**src/rtl/cpuclk_pkg.sv**
```systemverilog
package cpuclk_pkg;

    // Phase of the divide-by-three machine; PH_HIGH is the only phase
    // in which the processor clock is high.
    typedef enum logic [1:0] {
        PH_HOLD  = 2'd0,
        PH_HIGH  = 2'd1,
        PH_LOW_A = 2'd2,
        PH_LOW_B = 2'd3
    } phase_e;

    localparam int unsigned RST_SYNC_DEPTH_DEFAULT = 2;

endpackage

```
**src/rtl/cpuclk_phase_fsm.sv**
```systemverilog
module cpuclk_phase_fsm
    import cpuclk_pkg::*;
(
    input  logic osc_clk,
    input  logic sync_hold,
    output logic cpu_clk,
    output logic rise_stb,
    output logic fall_stb
);

    phase_e state_q;
    phase_e state_d;

    // State register
    always_ff @(posedge osc_clk) begin
        state_q <= state_d;
    end

    // Next-state logic
    always_comb begin
        state_d = state_q;
        if (sync_hold) begin
            state_d = PH_HOLD;                  // hold_enter
        end else begin
            unique case (state_q)
                PH_HOLD:  state_d = PH_HIGH;    // hold_leave
                PH_HIGH:  state_d = PH_LOW_A;   // fall
                PH_LOW_A: state_d = PH_LOW_B;   // gap
                PH_LOW_B: state_d = PH_HIGH;    // wrap
                default:  state_d = PH_HOLD;
            endcase
        end
    end

    // Edge strobes for the neighbours: this oscillator edge raises or
    // lowers the processor clock.
    assign rise_stb = (state_d == PH_HIGH);
    assign fall_stb = (state_q == PH_HIGH);

    // Output register: the processor clock comes straight from a flop
    always_ff @(posedge osc_clk) begin
        cpu_clk <= (state_d == PH_HIGH);
    end

    AST_CPU_SINGLE_HIGH: assert property (@(posedge osc_clk) disable iff (sync_hold)
        cpu_clk |=> !cpu_clk);

    AST_CPU_TWO_LOW: assert property (@(posedge osc_clk) disable iff (sync_hold)
        (!cpu_clk && !$past(cpu_clk)) |=> cpu_clk);

endmodule

```
**src/rtl/cpuclk_per_toggle.sv**
```systemverilog
module cpuclk_per_toggle (
    input  logic osc_clk,
    input  logic sync_hold,
    input  logic rise_stb,
    output logic per_clk
);

    // Toggles once per processor-clock rising edge, cleared while held
    always_ff @(posedge osc_clk) begin
        if (sync_hold) begin
            per_clk <= 1'b0;
        end else if (rise_stb) begin
            per_clk <= ~per_clk;
        end
    end

    AST_PER_ONLY_ON_RISE: assert property (@(posedge osc_clk) disable iff (sync_hold)
        !rise_stb |=> $stable(per_clk));

endmodule

```
**src/rtl/cpuclk_rst_sync.sv**
```systemverilog
module cpuclk_rst_sync #(
    parameter int unsigned SYNC_DEPTH = cpuclk_pkg::RST_SYNC_DEPTH_DEFAULT
) (
    input  logic osc_clk,
    input  logic sync_hold,
    input  logic fall_stb,
    input  logic rst_req_n,
    output logic cpu_rst
);

    localparam int unsigned LAST = SYNC_DEPTH - 1;

    logic [SYNC_DEPTH-1:0] chain_q;

    // Synchronizer: the request enters at bit 0 and moves up one per edge
    always_ff @(posedge osc_clk) begin
        chain_q <= {chain_q[SYNC_DEPTH-2:0], ~rst_req_n};
    end

    // Capture on the processor-clock falling edge, or freely while held
    always_ff @(posedge osc_clk) begin
        if (sync_hold || fall_stb) begin
            cpu_rst <= chain_q[LAST];
        end
    end

    initial begin
        if (SYNC_DEPTH < 2) $error("SYNC_DEPTH must be at least 2");
    end

endmodule

```
**src/rtl/cpuclk_gen.sv**
```systemverilog
module cpuclk_gen #(
    parameter int unsigned SYNC_DEPTH = cpuclk_pkg::RST_SYNC_DEPTH_DEFAULT
) (
    input  logic osc_clk,
    input  logic sync_hold,
    input  logic rst_req_n,
    output logic osc_out,
    output logic cpu_clk,
    output logic per_clk,
    output logic cpu_rst
);

    logic rise_stb;
    logic fall_stb;
    logic held_q;

    assign osc_out = osc_clk;

    cpuclk_phase_fsm u_phase (
        .osc_clk  (osc_clk),
        .sync_hold(sync_hold),
        .cpu_clk  (cpu_clk),
        .rise_stb (rise_stb),
        .fall_stb (fall_stb)
    );

    cpuclk_per_toggle u_per (
        .osc_clk  (osc_clk),
        .sync_hold(sync_hold),
        .rise_stb (rise_stb),
        .per_clk  (per_clk)
    );

    cpuclk_rst_sync #(.SYNC_DEPTH(SYNC_DEPTH)) u_rst (
        .osc_clk  (osc_clk),
        .sync_hold(sync_hold),
        .fall_stb (fall_stb),
        .rst_req_n(rst_req_n),
        .cpu_rst  (cpu_rst)
    );

    // Remembers that the previous edge saw the hold, for assertion gating
    always_ff @(posedge osc_clk) begin
        held_q <= sync_hold;
    end

    AST_HOLD_QUIET: assert property (@(posedge osc_clk)
        sync_hold |=> (!cpu_clk && !per_clk));

    AST_RELEASE_RISE: assert property (@(posedge osc_clk)
        (held_q && !sync_hold) |=> (cpu_clk && per_clk));

    AST_PER_ON_CPU_RISE: assert property (@(posedge osc_clk) disable iff (sync_hold || held_q)
        $rose(cpu_clk) |-> (per_clk != $past(per_clk)));

    AST_RST_AT_FALL: assert property (@(posedge osc_clk) disable iff (sync_hold || held_q)
        !$stable(cpu_rst) |-> $fell(cpu_clk));

endmodule

```
**config.mk**
```make
export PLATFORM = sky130hd
export DESIGN_NAME = cpuclk_gen
export DESIGN_NICKNAME = d
export VERILOG_FILES = /design/src/rtl/cpuclk_pkg.sv /design/src/rtl/cpuclk_phase_fsm.sv /design/src/rtl/cpuclk_per_toggle.sv /design/src/rtl/cpuclk_rst_sync.sv /design/src/rtl/cpuclk_gen.sv
export SDC_FILE = /design/constraint.sdc
export NUM_CORES = 1
export LEC_CHECK = 0
export BUFFER_PORTS_ARGS = -buffer_cell sky130_fd_sc_hd__buf_2
export CAP_MARGIN = 0
export CORE_AREA = 2 2 39 41
export DETAILED_ROUTE_END_ITERATION = 6
export DIE_AREA = 0 0 41 43
export PLACE_DENSITY_LB_ADDON = 0.2
export SLEW_MARGIN = 20
export SYNTH_ARGS = -nofsm -noshare
export SYNTH_HDL_FRONTEND = slang
export SYNTH_SLANG_ARGS = --single-unit
export TNS_END_PERCENT = 20
```
**constraint.sdc**
```tcl
create_clock -name osc_clk -period 1 [get_ports osc_clk]
set_input_delay 0.05 -clock osc_clk [delete_from_list [all_inputs] [get_ports osc_clk]]
set_output_delay 0.05 -clock osc_clk [all_outputs]
set_load 0.01 [all_outputs]
```
Yosys cells after proc, flatten, opt, wreduce, memory -nomap -nowiden
Index checks and enable logic that the tools add are counted.
{"block": "totals", "regBits": 7, "out_inout_bits": 4, "word_cells": 16, "input_bits": 3}
{"block": "op_classes", "n_mux": 2, "reduce_logical": 3, "eq_ne": 4, "n_bitwise": 2}
{"cell": "2-bit one-hot mux with 3 select lines", "count": 1}
{"cell": "2-bit by 1-bit == test with 1-bit output, second input constant", "count": 2}
{"cell": "2-bit == test, second input constant", "count": 2}
{"cell": "2-bit logical NOT", "count": 1}
{"cell": "2-bit two-way mux", "count": 1}
{"cell": "1-bit NOT", "count": 2}
{"cell": "2-bit OR reduction", "count": 1}
{"cell": "1-bit logical OR", "count": 1}

Logic depth before layout (Yosys ltp)
Gate-level depths: netlist of run 1.
{"block": "depth", "depth_word": 5, "mapped_depth": 4, "mapped_depth_nobuf": 4}

Modules after synthesis
From an unflattened synthesis of run 1, not the netlist that was laid out.
{"block": "hier_totals", "hier_cells": 17, "area_unflattened_um2": 216.5}
{"mod": "cpuclk_phase_fsm", "seq_area_each_um2": 60.1, "instances": 1, "cells_each": 8, "area_per_inst_um2": 96.3}
{"mod": "cpuclk_rst_sync", "seq_area_each_um2": 70.1, "instances": 1, "cells_each": 5, "area_per_inst_um2": 80.1}
{"mod": "cpuclk_per_toggle", "seq_area_each_um2": 20.0, "instances": 1, "cells_each": 3, "area_per_inst_um2": 32.5}
{"mod": "cpuclk_gen", "seq_area_each_um2": 0.0, "instances": 1, "cells_each": 1, "area_per_inst_um2": 7.5}

==> results_tabular.tex, run 1 <==
\begin{tabular}{lr}
\hline
Metric & Value \\
\hline
\multicolumn{2}{l}{\textbf{Die}} \\
Starting density of the core & 0.169 \\
Number of I/O pins & 7 \\
Chip Height & approximately 43 µm \\
Die Width & roughly 40 µm \\
Die outline area & between 1500 and 2000 µm² \\
Core box area & 1380 µm² \\
Site Rows & 14 \\
\multicolumn{2}{l}{\textbf{Logic synthesis}} \\
Most area-hungry cell type in the Yosys netlist & sky130\_fd\_sc\_hd\_\_dfxtp\_1 \\
Synthesized-area fraction occupied by and/or/nand/nor cells & 0.160 \\
Main combinational cell family by area after synthesis & simple AND/OR/NAND/NOR gates \\
Total number of yosys warnings & 0 \\
Mapped Cells & 19 \\
Sequential-to-total area share from yosys stat & 0.642 \\
Share of synthesized area spent on multiplexers & 0.0642 \\
XOR/XNOR share of the synthesized area & 0 \\
Mapped cell area & about 230 µm² \\
Count of distinct cell types in the synthesized netlist & 10 \\
Synthesized-area fraction occupied by adder cells & 0.0535 \\
Register bit total from synthesis & 7 \\
Post-Syn Nets & 23 \\
Synth Area in Compound Gates & 0 \\
Area fraction of the dominant cell type after synthesis & 0.513 \\
Area contributors post-synth & sky130\_fd\_sc\_hd\_\_dfxtp\_1 (51\%), sky130\_fd\_sc\_hd\_\_edfxtp\_1 (13\%), sky130\_fd\_sc\_hd\_\_mux2\_4 (6.4\%) \\
Syn Area/Cell & roughly 12 µm² \\
\multicolumn{2}{l}{\textbf{Global routing}} \\
Wire length of the first global-routing pass & approximately 600 µm \\
GRT Resource Usage Total & 0.0585 \\
Met2 track utilization from global routing & 0.0688 \\
Top Usage Layer GRT & met4 \\
Met1 capacity usage during global routing & 0.0523 \\
Total gr overflow & 0 \\
Number of antenna violations at the first check in global routing & 0 \\
Via count of the first global-routing pass & around 180 \\
Largest net degree at the start of global routing & 5 \\
Met3 GRT Util & 0.0471 \\
\multicolumn{2}{l}{\textbf{Route}} \\
Final wirelength & 360 µm \\
Wire length per cell after detailed routing & around 7.2 µm \\
Average via count per standard cell & between 3 and 4 \\
Number of antenna-violating nets in the routed design & 0 \\
Initial detailed-routing violation count & 0 \\
Residual DRC count & 0 \\
Routed via count & around 170 \\
Number of detailed-routing iterations run before antenna repair & 1 \\
\multicolumn{2}{l}{\textbf{Status}} \\
Violations in the final reports & negative setup slack \\
Result of the run & finished, violations left \\
\multicolumn{2}{l}{\textbf{Cells and area}} \\
Fraction of final layout cells sized beyond drive strength 1 & 0.559 \\
Post-route non-filler standard cell count & 50 \\
Most frequent cells in the layout & sky130\_fd\_sc\_hd\_\_clkbuf\_4 (6), sky130\_fd\_sc\_hd\_\_buf\_2 (6), sky130\_fd\_sc\_hd\_\_dfxtp\_1 (5) \\
Total number of nets in the final design & 39 \\
Number of antenna cells inserted & 0 \\
Finished Cell Area & 369 µm² \\
Fillcell total & about 150 \\
Layout overhead on the synthesized area & 57.8\% \\
Post-route core utilization & 0.267 \\
\multicolumn{2}{l}{\textbf{Clock tree}} \\
Worst skew pair latency & $\sim$350 ps \\
CTS tree & done \\
Clock Pin Slew Worst Setup and Hold Paths & approximately 50 ps \\
\multicolumn{2}{l}{\textbf{Critical path}} \\
Depth of the most critical reg-to-reg path & 4 \\
Launching element type of the critical path & register \\
Critical path capture point type & register \\
Crit-path max FO & 2 \\
Worst r2r dst & u\_per.per\_clk\$\_SDFFE\_PP0N\_ \\
Worst Path Required & 1240 ps \\
Critical Setup Path Class & register to register \\
Worst reg-to-reg setup slack & -130 ps \\
Critical Path Start & u\_phase.state\_q[1]\$\_DFF\_P\_ \\
Worst r2r src & u\_phase.state\_q[1]\$\_DFF\_P\_ \\
Critical path arrival & around 1400 ps \\
\multicolumn{2}{l}{\textbf{STA}} \\
Clk\_skew & between 0.8 and 0.9 ps \\
Final setup margin & -132 ps \\
Highest attainable clock frequency & 0.884 GHz \\
Post-layout minimum cycle time & $\sim$1100 ps \\
Number of failing hold endpoints at the final stage & 0 \\
Total of endpoints with negative setup slack in the final report & 1 \\
Final worst path period share & 1.13 \\
Remaining max-slew budget at the tightest pin & 0.930 \\
Actual transition at the worst max-transition pin & 104 ps \\
Max-slew violation count & 0 \\
Minimum hold slack & approximately 330 ps \\
Setup repair after global routing missed its margin & yes \\
\multicolumn{2}{l}{\textbf{Placement}} \\
Number of buffers inserted by port buffering & 6 \\
Area of placed instances & a little under 300 µm² \\
Routability Congestion & approximately 0.67 \\
Pre-CTS WS & -134 ps \\
Cell Count Post-Placement & 40 \\
\multicolumn{2}{l}{\textbf{Hold path}} \\
Hold Path Sink & u\_rst.chain\_q[1]\$\_DFF\_P\_ \\
Min-delay src & u\_rst.chain\_q[0]\$\_DFF\_P\_ \\
Hold Crit Class & register to register \\
Number of cells traversed by the worst hold path & 0 \\
\multicolumn{2}{l}{\textbf{Pwr}} \\
Maximum ir drop on the vdd rail & roughly 0.97 mV \\
P\_leak & 0.174 nW \\
Pwr Density & around 2600 nW/µm² \\
\multicolumn{2}{l}{\textbf{Job}} \\
Max-Cap Viols & 0 \\
\hline
\end{tabular}
[power by group]
| group | switching (mW) | total (mW) | internal (mW) |
|---|---|---|---|
| logic | 0.0576 | 0.151 | 0.0930 |
| clock network | 0.166 | 0.477 | 0.311 |
| registers | 0.0127 | 0.335 | 0.322 |
[repair_timing]
action | in CTS | in global routing
setup buffers | 1 | 0
gates resized for setup | 0 | 1
endpoints found under the hold margin | 3 | 0
endpoints found under the setup margin | 1 | 2
hold buffers | 2 | 0
pin swaps | 1 | 1
[synthesized netlist by cell type]
master / instances
sky130_fd_sc_hd__and2_1: 1
sky130_fd_sc_hd__buf_4: 1
sky130_fd_sc_hd__dfxtp_1: 6
sky130_fd_sc_hd__edfxtp_1: 1
sky130_fd_sc_hd__ha_1: 1
sky130_fd_sc_hd__inv_1: 3
sky130_fd_sc_hd__mux2_4: 1
sky130_fd_sc_hd__nor2_1: 3
sky130_fd_sc_hd__nor2b_1: 1
sky130_fd_sc_hd__nor2b_4: 1
[stage by stage]
step                total power [mW]  TNS [ps]
global route                    1.02      -171
CTS                            0.986      -137
global placement               0.530      -132
floorplan                      0.519      -115
detailed placement             0.532      -134
finish                         0.963      -132
[final cells by class]
cell class                      count  area, µm²  share of cell area
Clock buffer                        8       53.8               0.146
Tap cell                           16       20.0              0.0542
Timing Repair Buffer                8       52.6               0.142
Inverter                            3       11.3              0.0305
Sequential cell                     7        151               0.410
Multi-Input combinational cell      8       80.1               0.217
[kinds of logic (layout without fill, tap and decap cells)]
kind of cell | Yosys count | count (layout)
flip-flops | 7 | 7
AND/OR/NAND/NOR | 6 | 6
buffers and inverters | 4 | 19
adder cells (fa/ha/maj) | 1 | 1
multiplexers | 1 | 1
[worst max-delay path, cell delays in order, from the launching register on]
cell and delay, ps:
sky130_fd_sc_hd__dfxtp_2 310, sky130_fd_sc_hd__inv_2 40, sky130_fd_sc_hd__ha_4 250, sky130_fd_sc_hd__nor2b_4 130, sky130_fd_sc_hd__mux2_4 290
[flip-flops by register name (all words and copies together), names as in the netlist]
signal / cells
u_rst.chain_q: 2
u_phase.state_q: 2
u_per.per_clk: 1
u_rst.cpu_rst: 1
u_phase.cpu_clk: 1
[worst max path at each step]
stage | slack [ps] | depth (start not counted) | end
after global placement | -130 | 4 | u_per.per_clk$_SDFFE_PP0N_
after global routing | -170 | 4 | u_per.per_clk$_SDFFE_PP0N_
after CTS | -140 | 4 | u_per.per_clk$_SDFFE_PP0N_
after floorplan | -120 | 4 | u_per.per_clk$_SDFFE_PP0N_
final | -130 | 4 | u_per.per_clk$_SDFFE_PP0N_
after detailed placement | -130 | 4 | u_per.per_clk$_SDFFE_PP0N_
[per-layer routing]
metal / wire, µm / vias up / part of all wire
li1: - / 88 / -
met1: 117 / 78 / 0.33
met2: 209 / 5 / 0.58
met5: 0 / - / 0
met3: 26 / 2 / 0.072
met4: 7 / 0 / 0.019
Note: power is estimated with default switching activity, not from simulation.
==> run 2, diff against run 1 <==
SYNTH_HIERARCHICAL = 1   (was default)
==> results_tabular.tex, run 2 <==
\begin{tabular}{lr}
\hline
Metric & Value \\
\hline
\multicolumn{2}{l}{\textbf{Clock tree}} \\
CTS tree & done \\
Number of hold-repair buffers added at the cts stage & 1 (-1) \\
Number of buffers added for setup after CTS & 0 (-1) \\
Worst skew pair latency & 360 ps (about the same) \\
Clock Pin Slew Worst Setup and Hold Paths & 50 ps (about the same) \\
\multicolumn{2}{l}{\textbf{Route}} \\
Residual DRC count & 0 (unchanged) \\
Number of detailed-routing iterations run before antenna repair & 2 (+1) \\
Final wirelength & 373 µm (+3.6\%) \\
Number of antenna-violating nets in the routed design & 0 (unchanged) \\
Average via count per standard cell & 3.43 (-0.73\%) \\
Wire length per cell after detailed routing & 8.11 µm (+13\%) \\
Routed via count & 158 (-8.7\%) \\
Initial detailed-routing violation count & 4 (+4) \\
\multicolumn{2}{l}{\textbf{Hold path}} \\
Min-delay src & sync\_hold \\
Hold Crit Class & input port to register \\
\multicolumn{2}{l}{\textbf{Global routing}} \\
Wire length of the first global-routing pass & 614 µm (+2.3\%) \\
Total gr overflow & 0 (unchanged) \\
GRT Resource Usage Total & 0.0685 (+0.0100) \\
Via count of the first global-routing pass & 177 (-3.8\%) \\
Largest net degree at the start of global routing & 6 (+1) \\
Number of antenna violations at the first check in global routing & 0 (unchanged) \\
\multicolumn{2}{l}{\textbf{Logic synthesis}} \\
Synthesized-area fraction occupied by adder cells & 0.0578 (+0.00433) \\
Post-Syn Nets & 21 (-8.7\%) \\
Synth Area in Compound Gates & 0 (unchanged) \\
Count of flip-flops with a built-in enable after synthesis & 1 (unchanged) \\
Area contributors post-synth & sky130\_fd\_sc\_hd\_\_dfxtp\_1 (55\%), sky130\_fd\_sc\_hd\_\_edfxtp\_1 (14\%), sky130\_fd\_sc\_hd\_\_ha\_1 (5.8\%) \\
Top cells by count, synth & sky130\_fd\_sc\_hd\_\_dfxtp\_1 (6), sky130\_fd\_sc\_hd\_\_nor2\_1 (3), sky130\_fd\_sc\_hd\_\_inv\_1 (2) \\
Share of synthesized registers carrying an async set or reset & 0 (unchanged) \\
Count of distinct cell types in the synthesized netlist & 9 (-1) \\
Mapped cell area & 216 µm² (-7.5\%) \\
Register bit total from synthesis & 7 (unchanged) \\
Main combinational cell family by area after synthesis & simple AND/OR/NAND/NOR gates \\
Share of synthesized area spent on multiplexers & 0 (-0.0642) \\
Most frequently used cell type in the post-synthesis netlist & sky130\_fd\_sc\_hd\_\_dfxtp\_1 \\
Sequential-to-total area share from yosys stat & 0.694 (+0.0519) \\
Total number of yosys warnings & 6 (+6) \\
Syn Area/Cell & 12.7 µm² (+3.4\%) \\
Mapped Cells & 17 (-2) \\
XOR/XNOR share of the synthesized area & 0.0405 (+0.0405) \\
Area fraction of the dominant cell type after synthesis & 0.555 (+0.0415) \\
Most area-hungry cell type in the Yosys netlist & sky130\_fd\_sc\_hd\_\_dfxtp\_1 \\
Synthesized-area fraction occupied by and/or/nand/nor cells & 0.139 (-0.0217) \\
Commonest register cell after synthesis & sky130\_fd\_sc\_hd\_\_dfxtp\_1 \\
\multicolumn{2}{l}{\textbf{STA}} \\
Setup Total Neg Slack & -102 ps (+29.5 ps) \\
Max-slew violation count & 0 (unchanged) \\
Setup repair after global routing missed its margin & yes \\
Final setup margin & -102 ps (+29.5 ps) \\
Number of failing hold endpoints at the final stage & 4 (+4) \\
Total of endpoints with negative setup slack in the final report & 1 (unchanged) \\
Remaining max-slew budget at the tightest pin & 0.888 (-0.0423) \\
Final worst path period share & 1.10 (-0.0295) \\
Minimum hold slack & -78.3 ps (-408 ps) \\
Actual transition at the worst max-transition pin & 168 ps (+63.4 ps) \\
Highest attainable clock frequency & 0.907 GHz (+2.7\%) \\
Post-layout minimum cycle time & 1100 ps (-29.5 ps) \\
Clk\_skew & 1.55 ps (+0.719 ps) \\
\multicolumn{2}{l}{\textbf{Die}} \\
Starting density of the core & 0.156 (-0.0127) \\
Die outline area & 1760 µm² (unchanged) \\
Core box area & 1380 µm² (unchanged) \\
Number of I/O pins & 7 (unchanged) \\
Chip Height & 43 µm (unchanged) \\
Site Rows & 14 (unchanged) \\
Die Width & 41 µm (unchanged) \\
\multicolumn{2}{l}{\textbf{Cells and area}} \\
Fillcell total & 154 (unchanged) \\
Number of antenna cells inserted & 0 (unchanged) \\
Fraction of final layout cells sized beyond drive strength 1 & 0.533 (-0.0255) \\
Finished Cell Area & 338 µm² (-8.5\%) \\
Biggest registers after layout & u\_phase/state\_q x2, u\_rst/chain\_q x2 \\
Layout overhead on the synthesized area & 56.1\% \\
Total number of nets in the final design & 35 (-10\%) \\
Most frequent cells in the layout & sky130\_fd\_sc\_hd\_\_clkbuf\_4 (6), sky130\_fd\_sc\_hd\_\_buf\_2 (6), sky130\_fd\_sc\_hd\_\_dfxtp\_1 (5) \\
\multicolumn{2}{l}{\textbf{Critical path}} \\
Crit-path max FO & 2 (unchanged) \\
Worst Path Required & 1250 ps (about the same) \\
Critical Path Start & u\_phase/state\_q[1]\$\_DFF\_P\_ \\
Critical Setup Path Class & register to register \\
Critical path capture point type & register \\
Bufs and invs on worst path & 1 (unchanged) \\
Cell family contributing the most delay on the critical path & flip-flops \\
Maximum cell stage delay along the critical path & 320 ps (about the same) \\
Worst r2r src & u\_phase/state\_q[1]\$\_DFF\_P\_ \\
Launching element type of the critical path & register \\
Slowest cell on the critical path & sky130\_fd\_sc\_hd\_\_dfxtp\_2 \\
Ordered cell list for the critical path & inv\_2, ha\_4, nor3b\_4, xnor2\_1, nor2\_1 \\
Critical path arrival & 1350 ps (-20 ps) \\
\multicolumn{2}{l}{\textbf{Status}} \\
Violations in the final reports & negative hold slack, negative setup slack \\
Result of the run & finished, violations left \\
\multicolumn{2}{l}{\textbf{Placement}} \\
Routability Congestion & 0.601 (-11\%) \\
Area of placed instances & 259 µm² (-11\%) \\
Number of buffers inserted by port buffering & 6 (unchanged) \\
\multicolumn{2}{l}{\textbf{Pwr}} \\
Pwr Density & 2740 nW/µm² (+5.0\%) \\
Maximum ir drop on the vdd rail & 1.14 mV (+17\%) \\
P\_leak & 0.149 nW (-14\%) \\
\multicolumn{2}{l}{\textbf{Job}} \\
Max-Cap Viols & 0 (unchanged) \\
\hline
\end{tabular}
==> run 2: logic make-up (layout without fill, tap and decap cells) <==
family | count (synthesis) | in the layout
flops | 7 | 7
simple gates | 5 | 5
buf+inv | 3 | 16
fa+ha+maj | 1 | 1
xor+xnor | 1 | 1
==> run 2: where the power goes <==
part | leakage, nW | switching, mW | internal (mW)
sequential | 0.0604 | 0.0131 | 0.320
combinational | 0.0561 | 0.0461 | 0.0616
clock | 0.0327 | 0.173 | 0.312
==> run 2: per-layer routing <==
| layer | part of all wire | GRT usage |
|---|---|---|
| met5 | 0 | 0 |
| met4 | 0.051 | 0.147 |
| met3 | 0.12 | 0.0681 |
| met2 | 0.47 | 0.0531 |
| met1 | 0.36 | 0.0521 |
==> run 2: path summary, 6_finish.rpt <==
path,endpoint,slack [ps],cells past startpoint
setup / recovery,u_per/per_clk$_SDFFE_PP0P_,-100,5
hold / removal,u_phase/state_q[1]$_DFF_P_,-80,2
setup reg to reg,u_per/per_clk$_SDFFE_PP0P_,-100,5
hold reg to reg,u_rst/chain_q[1]$_DFF_P_,330,0
==> run 2: metrics by stage <==
step	setup WS, ps	std cells	util	power [mW]
2_1_floorplan	-49.5	17	-	0.468
3_3_place_gp	-103	38	0.187	0.473
3_5_place_dp	-102	38	0.187	0.474
4_1_cts	-124	46	0.234	0.934
5_1_grt	-145	46	0.244	0.974
6_report	-102	46	0.244	0.926
==> run 2: repair_timing <==
item,4_1_cts,5_1_grt
setup endpoints to repair,2,2
pin swaps,0,1
endpoints found under the hold margin,5,4
resized for setup,1,3
==> run 2: area by class of cell <==
class	count	area [µm²]	area share
clock buffers	8	53.8	0.159
inverters	2	7.51	0.0222
multi-input cells	7	70.1	0.207
flip-flops and latches	7	151	0.448
well taps	16	20.0	0.0593
repair buffers	6	35.0	0.104
